<file path="src/rtl/regbank_pkg.sv">
package regbank_pkg;
  // Status bit positions; the rest of the core decodes these.
  localparam int SR_PRIV_POS  = 30;
  localparam int SR_BANK_POS  = 29;
  localparam int SR_BLOCK_POS = 28;

  typedef struct packed {
    logic priv;
    logic bank;
    logic block;
  } sr_ctl_t;

  localparam sr_ctl_t SR_FORCED = '{priv: 1'b1, bank: 1'b1, block: 1'b1};
endpackage

</file>
<file path="src/rtl/rb_status_reg.sv">
module rb_status_reg
  import regbank_pkg::*;
#(
  parameter int DATA_W = 32
) (
  input  logic              clk,
  input  logic              rst,
  input  logic              exc_entry,
  input  logic              wr_en,
  input  logic [DATA_W-1:0] wr_data,
  output sr_ctl_t           ctl
);
  sr_ctl_t ctl_q;

  always_ff @(posedge clk) begin
    if (rst) begin
      ctl_q <= SR_FORCED;
    end else if (exc_entry) begin
      ctl_q <= SR_FORCED;
    end else if (wr_en && ctl_q.priv) begin
      ctl_q.priv  <= wr_data[SR_PRIV_POS];
      ctl_q.bank  <= wr_data[SR_BANK_POS];
      ctl_q.block <= wr_data[SR_BLOCK_POS];
    end
  end

  assign ctl = ctl_q;

  a_r2_reset_forces: assert property (@(posedge clk)
    rst |=> (ctl_q == SR_FORCED));

  a_r3_exception_forces: assert property (@(posedge clk) disable iff (rst)
    exc_entry |=> (ctl_q == SR_FORCED));

  a_r4_user_write_ignored: assert property (@(posedge clk) disable iff (rst)
    (!ctl_q.priv && !exc_entry) |=> $stable(ctl_q));
endmodule

</file>
<file path="src/rtl/rb_bank_map.sv">
module rb_bank_map #(
  parameter int NREG = 16,
  parameter int NB   = 8,
  parameter bit ALT  = 1'b0,
  parameter int AW   = 4,
  parameter int PW   = 5
) (
  input  logic          priv,
  input  logic          bank,
  input  logic [AW-1:0] addr,
  output logic [PW-1:0] phys
);
  localparam logic [AW-1:0] NB_A     = AW'(NB);
  localparam logic [PW-1:0] BANK_OFS = PW'(NB);
  localparam logic [PW-1:0] SHR_OFS  = PW'(2 * NB);

  logic live_bank;
  logic sel_bank;

  assign live_bank = priv & bank;

  generate
    if (ALT) begin : g_alt
      assign sel_bank = ~live_bank;
    end else begin : g_live
      assign sel_bank = live_bank;
    end
  endgenerate

  always_comb begin
    if (addr < NB_A) begin
      phys = (sel_bank ? BANK_OFS : '0) + PW'(addr);
    end else begin
      phys = SHR_OFS + PW'(addr - NB_A);
    end
  end
endmodule

</file>
<file path="src/rtl/rb_reg_array.sv">
module rb_reg_array #(
  parameter int DW    = 32,
  parameter int DEPTH = 24,
  parameter int PW    = 5,
  parameter int NRD   = 3
) (
  input  logic                    clk,
  input  logic                    rst,
  input  logic                    we_a,
  input  logic [PW-1:0]           wa_a,
  input  logic [DW-1:0]           wd_a,
  input  logic                    we_b,
  input  logic [PW-1:0]           wa_b,
  input  logic [DW-1:0]           wd_b,
  input  logic [NRD-1:0][PW-1:0]  ra,
  output logic [NRD-1:0][DW-1:0]  rd
);
  logic [DW-1:0] mem [DEPTH];

  // Storage is never cleared; port A wins a same-entry collision.
  always_ff @(posedge clk) begin
    if (we_b && !(we_a && (wa_a == wa_b))) begin
      mem[wa_b] <= wd_b;
    end
    if (we_a) begin
      mem[wa_a] <= wd_a;
    end
  end

  generate
    for (genvar i = 0; i < NRD; i++) begin : g_rd
      assign rd[i] = mem[ra[i]];
    end
  endgenerate

  // a port-A write is what the entry holds after the edge
  a_r11_write_lands: assert property (@(posedge clk) disable iff (rst)
    we_a |=> (mem[$past(wa_a)] == $past(wd_a)));
endmodule

</file>
<file path="src/rtl/banked_regfile.sv">
module banked_regfile
  import regbank_pkg::*;
#(
  parameter int DATA_W = 32,
  parameter int NREG   = 16,
  parameter int NB     = 8
) (
  input  logic                       clk,
  input  logic                       rst,
  input  logic                       exc_entry,
  input  logic [$clog2(NREG)-1:0]    rs1_addr,
  output logic [DATA_W-1:0]          rs1_data,
  input  logic [$clog2(NREG)-1:0]    rs2_addr,
  output logic [DATA_W-1:0]          rs2_data,
  input  logic                       wr_en,
  input  logic [$clog2(NREG)-1:0]    wr_addr,
  input  logic [DATA_W-1:0]          wr_data,
  input  logic [$clog2(NB)-1:0]      alt_rd_addr,
  output logic [DATA_W-1:0]          alt_rd_data,
  input  logic                       alt_wr_en,
  input  logic [$clog2(NB)-1:0]      alt_wr_addr,
  input  logic [DATA_W-1:0]          alt_wr_data,
  input  logic                       sr_wr_en,
  input  logic [DATA_W-1:0]          sr_wr_data,
  output logic [DATA_W-1:0]          sr_rd_data,
  output logic                       irq_mask,
  output logic                       priv_mode
);
  localparam int AW    = $clog2(NREG);
  localparam int NPHYS = NREG + NB;
  localparam int PW    = $clog2(NPHYS);
  localparam int NLIVE = 3;
  localparam int NRD   = 3;
  localparam logic [AW-1:0] NB_A = AW'(NB);
  localparam logic [PW-1:0] SHR_P = PW'(2 * NB);

  sr_ctl_t ctl;

  rb_status_reg #(.DATA_W(DATA_W)) u_status (
    .clk       (clk),
    .rst       (rst),
    .exc_entry (exc_entry),
    .wr_en     (sr_wr_en),
    .wr_data   (sr_wr_data),
    .ctl       (ctl)
  );

  // Live mappers: 0 = rs1, 1 = rs2, 2 = write
  logic [NLIVE-1:0][AW-1:0] live_addr;
  logic [NLIVE-1:0][PW-1:0] live_phys;
  assign live_addr = {wr_addr, rs2_addr, rs1_addr};

  generate
    for (genvar i = 0; i < NLIVE; i++) begin : g_live_map
      rb_bank_map #(.NREG(NREG), .NB(NB), .ALT(1'b0), .AW(AW), .PW(PW)) u_map (
        .priv (ctl.priv),
        .bank (ctl.bank),
        .addr (live_addr[i]),
        .phys (live_phys[i])
      );
    end
  endgenerate

  // Alternate mappers: 0 = read, 1 = write
  logic [1:0][AW-1:0] alt_addr;
  logic [1:0][PW-1:0] alt_phys;
  assign alt_addr = {AW'(alt_wr_addr), AW'(alt_rd_addr)};

  generate
    for (genvar j = 0; j < 2; j++) begin : g_alt_map
      rb_bank_map #(.NREG(NREG), .NB(NB), .ALT(1'b1), .AW(AW), .PW(PW)) u_map (
        .priv (ctl.priv),
        .bank (ctl.bank),
        .addr (alt_addr[j]),
        .phys (alt_phys[j])
      );
    end
  endgenerate

  logic                      alt_we;
  logic [NRD-1:0][PW-1:0]    rd_phys;
  logic [NRD-1:0][DATA_W-1:0] rd_word;

  assign alt_we  = alt_wr_en & ctl.priv;
  assign rd_phys = {alt_phys[0], live_phys[1], live_phys[0]};

  rb_reg_array #(.DW(DATA_W), .DEPTH(NPHYS), .PW(PW), .NRD(NRD)) u_array (
    .clk  (clk),
    .rst  (rst),
    .we_a (wr_en),
    .wa_a (live_phys[2]),
    .wd_a (wr_data),
    .we_b (alt_we),
    .wa_b (alt_phys[1]),
    .wd_b (alt_wr_data),
    .ra   (rd_phys),
    .rd   (rd_word)
  );

  assign rs1_data    = rd_word[0];
  assign rs2_data    = rd_word[1];
  assign alt_rd_data = ctl.priv ? rd_word[2] : '0;

  always_comb begin
    sr_rd_data               = '0;
    sr_rd_data[SR_PRIV_POS]  = ctl.priv;
    sr_rd_data[SR_BANK_POS]  = ctl.bank;
    sr_rd_data[SR_BLOCK_POS] = ctl.block;
  end

  assign irq_mask  = ctl.block;
  assign priv_mode = ctl.priv;

  a_r8_user_bank0: assert property (@(posedge clk) disable iff (rst)
    (!priv_mode && (rs1_addr < NB_A)) |-> (live_phys[0] < PW'(NB)));

  a_r9_alt_not_live: assert property (@(posedge clk) disable iff (rst)
    (priv_mode && (rs1_addr == AW'(alt_rd_addr))) |-> (alt_phys[0] != live_phys[0]));

  a_r6_shared_outside_banks: assert property (@(posedge clk) disable iff (rst)
    (wr_addr >= NB_A) |-> (live_phys[2] >= SHR_P));
endmodule

</file>
<file path="config.mk">
export PLATFORM = sky130hd
export DESIGN_NAME = banked_regfile
export DESIGN_NICKNAME = d
export VERILOG_FILES = /design/src/rtl/regbank_pkg.sv /design/src/rtl/rb_status_reg.sv /design/src/rtl/rb_bank_map.sv /design/src/rtl/rb_reg_array.sv /design/src/rtl/banked_regfile.sv
export SDC_FILE = /design/constraint.sdc
export NUM_CORES = 2
export LEC_CHECK = 0
export BUFFER_PORTS_ARGS = -buffer_cell sky130_fd_sc_hd__buf_2
export CAP_MARGIN = 40
export CORE_ASPECT_RATIO = 1.25
export CORE_UTILIZATION = 45
export CTS_CLUSTER_DIAMETER = 80
export DETAILED_ROUTE_END_ITERATION = 8
export HOLD_SLACK_MARGIN = 0.05
export SLEW_MARGIN = 20
export SYNTH_ARGS = -nofsm -noshare
export SYNTH_HDL_FRONTEND = slang
export SYNTH_SLANG_ARGS = --single-unit
</file>
<file path="constraint.sdc">
create_clock -name clk -period 7.8 [get_ports clk]
set_input_delay 0.39 -clock clk [delete_from_list [all_inputs] [get_ports clk]]
set_output_delay 0.39 -clock clk [all_outputs]
set_load 0.01 [all_outputs]
</file>
==> results.sh <==
export IMPL_finalCritPeriodShare_pct=55.0
export IMPL_cts_buffers=86
export IMPL_core_region_area_sq_um=110000
export IMPL_routed_wl_um=188000
export IMPL_die_w_um=300
export IMPL_ys_seq_area_share_pct=46.2
export IMPL_slew_headroom_pct=29.3
export IMPL_first_iter_violations=4180
export IMPL_synth_edf_count=768
export IMPL_path_clk_slew_ns=0.06
export IMPL_track_usage_pct=33.1
export IMPL_ys_warn_count=0
export IMPL_grt_setup_unrepaired="no"
export IMPL_setup_tns_ns=0
export IMPL_path_delay_family="buffers and inverters"
export IMPL_fin_cells=5015
export IMPL_crit_path_max_incr_delay_ns=0.71
export IMPL_nets=3610
export IMPL_finalCoreUtilization_pct=50.4
export IMPL_grt_max_degree=92
export IMPL_final_max_slew_viol_count=0
export IMPL_async_flop_share_pct=0
export IMPL_grt_pass1_wl_um=262000
export IMPL_p_leak_nw=19.0
export IMPL_cts_tree="yes"
export IMPL_ys_types=52
export IMPL_cp_max_fo=14
export IMPL_pwr_share_seq_pct=44.8
export IMPL_p_sw_share_pct=26.1
export IMPL_io_buffers=191
export IMPL_worst_setup_path_end_kind="output pin"
export IMPL_areaGrowthSynthToFinish_pct=11.0
export IMPL_netlist_area_sq_um=50000
export IMPL_timing_max_cap_violations=0
export IMPL_wire_per_inst_um=37.4
export IMPL_hold_viol=0
export IMPL_die_area_sq_um=112000
export IMPL_p_sw_mw=2.74
export IMPL_placed_cell_area_sq_um=52400
export IMPL_syn_inst=3493
export IMPL_vias=35200
export IMPL_gp_congestion=0.923
export IMPL_vias_per_cell=7.02
export IMPL_cts_sinks=771
export IMPL_fmax_mhz=233
export IMPL_cp_required_ns=7.41
export IMPL_worstPathArrival_ns=3.90
export IMPL_grt_pass1_vias=35700
export IMPL_drt_pass1_iterations=6
export IMPL_status="completed"
export IMPL_critPathLaunchType="flop"
export IMPL_synth_main_ff_cell="edfxtp_1"
export IMPL_yosys_register_bits=771
export IMPL_clkPwrFrac_pct=40.0
export IMPL_yosysTopAreaCell="edfxtp_1"
export IMPL_postLayoutCellArea_sq_um=55500
export IMPL_ir_drop_mv=0.160
export IMPL_syn_area_per_cell_sq_um=14.3
export IMPL_ioPinCount=250
export IMPL_initial_core_util_pct=45.4
export IMPL_cts_root_buffer="clkbuf_16"
export IMPL_dpl_hpwl_um=112000
export IMPL_setup_viol=0
export IMPL_synthDominantCellAreaShare_pct=46.1
export IMPL_clock_skew_ns=0.0424
export IMPL_drive_gt1_share_pct=45.5
export IMPL_overflow=0
export IMPL_worstSetupPathType="reg2out"
export IMPL_power_per_cell_area_nw_per_um2=189
export IMPL_max_slew_worst_pin_slew_ns=1.06
export IMPL_h_tree_depth=3
export IMPL_rows=136
export IMPL_p_comb_share_pct=15.2
export IMPL_critPathMostFrequentCell="buf_4"
export IMPL_antenna_found_initial=18
export IMPL_die_y_um=375
export IMPL_cts_resized=0
export IMPL_post_route_min_period_ns=4.29
export IMPL_internal_power_mw=7.77
export IMPL_ys_top_cells_by_area="edfxtp_1 (46%), mux2_2 (17%), mux4_2 (14%), mux2i_1 (8.3%), a22oi_1 (2.0%)"
export IMPL_crit_buf_inv=4
export IMPL_clk_path_buf_depth=3
export IMPL_insertion_delay_ns=0.71
export IMPL_route_antenna_remaining_nets=0
export IMPL_hold_class="in2reg"
export IMPL_crit_slowest_cell="dfxtp_1"
export IMPL_cp_cell_sequence="nor2b_2, buf_6, buf_4, and2_1, buf_4, nand2_1, o211ai_1, buf_2"
export IMPL_drc=0
export IMPL_dp_cells=4835
[metal layers]
layer	up-vias	wire length, um	global-route usage [%]
met2	2416	88500	53.0
li1	14000	-	-
met5	-	103	0
met3	641	19400	6.24
met4	16	13300	21.3
met1	18100	66500	40.9
[kinds of logic (layout without fill, tap and decap cells)]
kind of cell    Yosys count  count (layout)  share of synthesized area (%)
simple gates            414             414                           4.04
other cells               1              37                        0.00750
flops                   771             771                           46.2
compound gates          328             328                           4.83
buf+inv                 446             483                           4.17
mux                    1533            1533                           40.7
[cell usage after synthesis, types with 2 or more instances]
master    number
a22o_1         3
nor3b_1        2
a32oi_1       16
nand3_1       81
dfxtp_1        3
nor3_1         2
nor2b_1       31
a211oi_1      20
mux4_2       312
a221oi_1       8
a21oi_1       25
nor4b_1       10
buf_4         51
nand4_1       46
and2_1         6
a221o_1       13
edfxtp_1     768
a22oi_1      136
nor2_2         8
mux2_4        29
buf_1         21
nand2b_1       6
buf_2        141
o22ai_1       12
mux2i_1      416
nor3_2         2
nand2_1      188
and2_0         2
clkbuf_1     223
mux2_1         7
o31ai_1       10
mux2_2       769
buf_6          6
o211ai_1      52
nor2_1        17
inv_1          3
nand3b_1       2
and3_1         4
o221a_2        6
o21ai_0       24
[registers in the layout (all words and copies together), names as in the netlist]
name and flops:
u_array.mem 768, u_status.ctl 3
[tightest hold or removal path, cell delays in order]
cell and delay [ns]:
buf_2 0.12, nand2_1 0.08, nand2_1 0.07, nand3_1 0.08
[power by group through the flow]
stage	clock network [mW]	registers, mW	logic (mW)
finish	4.21	4.70	1.59
detailed placement	0	4.79	1.56
global route	4.37	4.71	1.66
floorplan	0	4.78	1.01
CTS	4.24	4.70	1.57
global placement	0	4.78	1.52
[stage by stage]
step                setup WS, ns  power (mW)  hold slack, ns
floorplan                   3.81        5.79           0.499
global placement            3.86        6.30           0.479
detailed placement          3.85        6.35           0.504
CTS                         3.11        10.5          0.0529
global route                3.51        10.7           0.109
finish                      3.51        10.5          0.0890
[area by class of cell]
type	instances	area, sq um
tap	1449	1810
inverter	4	15.0
clock inverter	48	548
timing repair buffer	323	2400
sequential	771	23100
multi-input combinational	2304	25300
antenna	8	20.0
fill	9275	54600
clock buffer	108	2280
[placed cells by master (no fill, tap or decap), drive strengths merged, types with 3 or more instances in the layout]
master,synthesis,routed
mux2,805,805
edfxtp,768,768
mux2i,416,416
buf,219,315
mux4,312,312
nand2,189,189
a22oi,136,136
clkbuf,223,108
nand3,81,81
o211ai,52,52
nand4,46,46
nor2b,31,31
clkinv,1,31
conb,1,29
a21oi,25,25
nor2,25,25
o21ai,24,24
a211oi,20,20
a32oi,16,16
a221o,13,13
bufinv,0,12
o22ai,12,12
o31ai,10,10
nor4b,10,10
diode,0,8
a221oi,8,8
dlygate4sd3,0,8
and2,8,8
inv,3,7
o221a,6,6
nand2b,6,6
and3,4,4
nor3,4,4
a22o,3,3
dfxtp,3,3
[repair_timing]
action | 4_1_cts | 5_1_grt
hold endpoints to repair | 3 | 0
setup endpoints to repair | 0 | 0
setup buffers | 0 | 0
hold buffers | 8 | 0
[path summary, 6_finish.rpt]
path / end / from / depth (start not counted) / slack, ns
max: alt_rd_data[1] / u_status.ctl[2] / 8 / 3.51
min: u_status.ctl[0] / sr_wr_en / 4 / 0.09
max reg2reg: u_array.mem[2][3] / u_status.ctl[2] / 7 / 3.82
min reg2reg: u_status.ctl[0] / u_status.ctl[0] / 2 / 0.51
Power figures use the tool's default switching activity.
